**src/rtl/cfg_write_lock.sv**
```systemverilog
module cfg_write_lock #(
  parameter int DW = 16
) (
  input  logic          clk,
  input  logic          rst_n,
  input  logic          wr_en,
  input  logic [1:0]    addr,
  input  logic [DW-1:0] wdata,
  output logic [DW-1:0] rdata,
  output logic [1:0]    lock_level,
  output logic [DW-1:0] brk_cfg,
  output logic [DW-1:0] idle_cfg,
  output logic [DW-1:0] chan_cfg,
  output logic [DW-1:0] cmp_cfg
);
  localparam logic [DW-1:0] BRK_VALID  = 16'h7FFF;
  localparam logic [DW-1:0] IDLE_VALID = 16'h00FF;
  localparam logic [DW-1:0] BRK_T1     = 16'h73FF;
  localparam logic [DW-1:0] BRK_T2     = 16'h7FFF;
  localparam logic [DW-1:0] IDLE_T1    = 16'h00FF;
  localparam logic [DW-1:0] CHAN_T2    = 16'h00FF;
  localparam logic [DW-1:0] CMP_T3     = 16'h7878;

  logic [DW-1:0] brk_q, idle_q, chan_q, cmp_q;
  logic [DW-1:0] brk_prot, idle_prot, chan_prot, cmp_prot;
  logic [1:0]    lvl;

  assign lvl = brk_q[9:8];

  assign brk_prot  = (lvl == 2'b00) ? '0 : (lvl == 2'b01) ? BRK_T1 : BRK_T2;
  assign idle_prot = (lvl == 2'b00) ? '0 : IDLE_T1;
  assign chan_prot = lvl[1] ? CHAN_T2 : '0;
  assign cmp_prot  = (lvl == 2'b11) ? CMP_T3 : '0;

  always_ff @(posedge clk) begin
    if (!rst_n) begin
      brk_q  <= '0;
      idle_q <= '0;
      chan_q <= '0;
      cmp_q  <= '0;
    end else if (wr_en) begin
      unique case (addr)
        2'd0: brk_q  <= (brk_q  & brk_prot)  | (wdata & ~brk_prot  & BRK_VALID);
        2'd1: idle_q <= (idle_q & idle_prot) | (wdata & ~idle_prot & IDLE_VALID);
        2'd2: chan_q <= (chan_q & chan_prot) | (wdata & ~chan_prot);
        2'd3: cmp_q  <= (cmp_q  & cmp_prot)  | (wdata & ~cmp_prot);
        default: ;
      endcase
    end
  end

  always_comb begin
    unique case (addr)
      2'd0: rdata = brk_q;
      2'd1: rdata = idle_q;
      2'd2: rdata = chan_q;
      default: rdata = cmp_q;
    endcase
  end

  assign lock_level = lvl;
  assign brk_cfg    = brk_q;
  assign idle_cfg   = idle_q;
  assign chan_cfg   = chan_q;
  assign cmp_cfg    = cmp_q;
endmodule

```
**config.mk**
```make
export PLATFORM = sky130hd
export DESIGN_NAME = cfg_write_lock
export DESIGN_NICKNAME = d
export VERILOG_FILES = /design/src/rtl/cfg_write_lock.sv
export SDC_FILE = /design/constraint.sdc
export NUM_CORES = 1
export LEC_CHECK = 0
export ABC_AREA = 1
export BUFFER_PORTS_ARGS = -buffer_cell sky130_fd_sc_hd__buf_2
export CAP_MARGIN = 20
export CORE_MARGIN = 8
export CORE_UTILIZATION = 45
export CTS_BUF_LIST = sky130_fd_sc_hd__clkbuf_8
export CTS_CLUSTER_SIZE = 28
export DETAILED_ROUTE_END_ITERATION = 12
export HOLD_SLACK_MARGIN = 0.03
export PLACE_DENSITY = 0.76
export SYNTH_ARGS = -nofsm -noshare
export SYNTH_HDL_FRONTEND = slang
export SYNTH_SLANG_ARGS = --single-unit
export TNS_END_PERCENT = 50
```
**constraint.sdc**
```tcl
create_clock -name clk -period 1.1 [get_ports clk]
set_input_delay 0.055 -clock clk [delete_from_list [all_inputs] [get_ports clk]]
set_output_delay 0.055 -clock clk [all_outputs]
set_load 0.005 [all_outputs]
```
### Word level (Yosys, flattened, before mapping)

Cells that the tools add are included.

| storage, ports and cells | value |
|---|---|
| bits in registers | 64 |
| input bits | 21 |
| output and inout port bits | 82 |
| logic and storage cells | 37 |

| operators by class | value |
|---|---|
| equality and inequality tests | 5 |
| mux-type cells | 6 |
| bitwise logic cells | 16 |
| reductions and logical operators | 6 |

Operators by type and width:

| operator | number |
|---|---|
| one-hot mux 16 bit (3 select lines) | 1 |
| AND 16 x 15 -> 16 bit | 2 |
| AND 16 bit | 2 |
| AND 16 x 8 -> 16 bit | 2 |
| OR 16 bit | 2 |
| two-way mux 15 bit | 2 |
| two-way mux 8 bit | 2 |
| inverter 15 -> 16 bit | 1 |
| inverter 8 -> 16 bit | 1 |
| OR 16 x 15 -> 16 bit | 1 |
| OR 16 x 8 -> 16 bit | 1 |
| AND 15 bit | 1 |
| inverter 15 bit | 1 |
| two-way mux 12 bit | 1 |
| AND 8 bit | 1 |
| inverter 8 bit | 1 |
| AND reduction 2 bit | 4 |
| == test 2 bit, second input constant | 3 |
| == test 2 x 1 -> 1 bit, second input constant | 2 |
| zero test 2 bit | 2 |

### Logic depth before layout (Yosys ltp)

| depth | value |
|---|---|
| word-level depth | 6 |
| gate-level depth with buffers | 7 |
| depth with buffers taken out | 6 |

### Least setup slack after synthesis

OpenSTA, ideal clock, no wires.

| path | value |
|---|---|
| path kind | register -> register |
| start | register with a tool-made name |
| end | register with a tool-made name |
| library setup time | 64 ps |
| data arrival time | 1066 ps |
| required time | 1036 ps |
| setup slack | -30 ps |
| cell stages (with the launch flop) | 7 |
| buffers on the path | 1 |
| clock period less this slack | 1130 ps |
| path through | dfxtp_1 -> nor2_1 -> buf_2 -> nand2_1 -> nor2_4 -> nor2_1 -> nor2_1 |

==> results.py <==
metrics = {
    "synth": {
        "netlist_area_um2": 2640,
        "ys_ff_latch": 55,
        "avgSynthCellArea_um2": 6.72,
        "ys_seq_area_frac": 0.418,
        "synthDistinctLibCells": 24,
        "synth_warnings": 0,
        "netlist_instances": 392,
    },
    "floorplan": {
        "ios": 103,
        "fp.dieArea_um2": 8560,
        "die_x_um": 92.5,
        "start_util": 0.456,
        "die_y_um": 92.5,
        "core_region_area_um2": 5780,
        "rows": 28,
    },
    "cells_and_area": {
        "final_area_um2": 3570,
        "final_cell_mix": "nand2_1, buf_2, nor2_1",
        "drive_above_1_share": 0.301,
        "diodes": 0,
        "layout.cells.non_filler": 583,
        "fill_cells": 538,
        "area_growth_syn_to_layout_pct": 35.6,
        "finalNetCount": 529,
        "final_common_cell": "nand2_1",
    },
    "placement": {
        "port_buffers": 93,
        "place_hpwl_um": 6330,
        "dp.cells": 560,
        "placed_cell_area_um2": 3270,
        "gp_congestion": 0.889,
    },
    "cts": {
        "root_buffer": "clkbuf_8",
        "cts-buffers-inserted": 5,
        "clkTransAtPathRegs_ns": 0.10,
        "h-tree-depth": 2,
        "cts_tree": "built",
        "clock_latency_ns": 0.30,
        "cts_buffer_depth": 2,
        "clock-sinks": 55,
    },
    "timing": {
        "setup_violations": 1,
        "finalMaxSlewViolations": 0,
        "fin_crit_ns": 1.12,
        "hold_slack_ns": 0.0544,
        "skew_ns": 0.00359,
        "period_share": 1.02,
        "finalWorstSetupSlack_ns": -0.0205,
        "fmax_ghz": 0.892,
        "hold_violations": 0,
        "rsz0062_at_grt": "true",
    },
    "run_status": {
        "violations": "negative setup slack",
        "status": "finished, violations left",
    },
    "critical_path": {
        "worstPathRequired_ns": 1.04,
        "worstSetupPathType": "reg2out",
        "cp_max_fo": 6,
        "startpoint_type": "flop",
        "cp.arrival_ns": 1.07,
        "cp-end-kind": "output pin",
    },
    "power": {
        "ir_worst_vdd_uv": 850,
        "p_leak_nw": 1.83,
        "powerDensity_nw_per_um2": 1190,
    },
    "global_routing": {
        "grt-ovfl-total": 0,
        "grt_pass1_vias": 2797,
        "grt_max_degree": 21,
        "grt_pass1_wl_um": 13600,
        "antenna_found_initial": 0,
        "grt_usage": 0.192,
    },
    "route": {
        "wl_per_cell_um": 14.3,
        "drc": 0,
        "antenna_left": 0,
        "dr.pass1.iters": 5,
        "drt_iter0_markers": 184,
        "vias": 2944,
        "vias_per_cell": 5.05,
        "wirelength_um": 8340,
    },
    "worst_hold_path": {
        "min_path_type": "in2reg",
    },
    "flow_run": {
        "cap_violations": 0,
    },
}
==> worst max-delay path, cell delays in order, from the launching register on <==
cell      delay, ns
dfxtp_2        0.37
buf_6          0.13
nand2_2        0.05
o211ai_1       0.07
buf_2          0.14
==> through the flow <==
step	TNS (ns)	utilization	total power, W	setup slack (ns)
final	-0.0205	0.618	0.00425	-0.0205
after detailed placement	-0.0546	0.566	0.00294	-0.0403
after floorplan	0	-	0.00261	0.00199
after global placement	0	0.566	0.00291	0.0166
after global routing	-1.19	0.618	0.00444	-0.0681
after CTS	-0.00460	0.614	0.00427	-0.00390
==> repair_timing <==
| item | in CTS | in global routing |
|---|---|---|
| setup buffers | 1 | 0 |
| hold buffers | 15 | 0 |
| hold endpoints to repair | 17 | 0 |
| resized for setup | 6 | 12 |
| endpoints found under the setup margin | 18 | 37 |
| pin swaps | 4 | 11 |
==> cell type report <==
type	count	area (um2)	area share
well taps	75	93.8	0.0263
clock inverters	2	33.8	0.00945
clock buffers	5	68.8	0.0193
flip-flops and latches	55	1110	0.311
repair buffers	132	853	0.239
inverters	37	140	0.0392
multi-input cells	277	1270	0.356
==> Yosys cell counts, drive strengths merged <==
cell type / number / share of area
nand2: 99 / 0.14
nor2: 94 / 0.15
dfxtp: 55 / 0.42
inv: 35 / 0.050
nand4: 28 / 0.066
buf: 23 / 0.054
o21ai: 17 / 0.032
a21oi: 12 / 0.023
clkbuf: 8 / 0.011
nand3: 7 / 0.015
o211ai: 7 / 0.020
nand3b: 4 / 0.011
clkinv: 2 / 0.0033
conb: 1 / 0.0014
==> cells by family (layout without fill, tap and decap cells) <==
| kind of cell | count (synthesis) | count (layout) | share of synthesized area |
|---|---|---|---|
| flip-flops | 55 | 55 | 0.418 |
| AO/OA/AOI/OAI | 36 | 36 | 0.0750 |
| AND/OR/NAND/NOR | 232 | 232 | 0.387 |
| other | 1 | 9 | 0.00142 |
| buffers and inverters | 68 | 176 | 0.119 |
==> routing by layer <==
layer,share of wire,vias up,track usage
met2,0.48,137,0.310
met4,0.031,0,0.0940
li1,-,1447,-
met3,0.073,19,0.0340
met1,0.42,1341,0.241
met5,0,-,0
==> power breakdown <==
part,internal [W],switching [W]
clock,0.000660,0.000643
sequential,0.00210,0.0000824
combinational,0.000341,0.000427
==> worst paths after layout <==
| kind | cells after the start | endpoint | slack (ns) | start |
|---|---|---|---|---|
| min | 3 | flop | 0.05 | wdata[11] |
| min reg2reg | 2 | chan_cfg[14] | 0.47 | chan_cfg[14] |
| max reg2reg | 6 | flop | 0 | flop |
| max | 4 | rdata[9] | -0.02 | flop |
(Power assumes the default switching activity.)
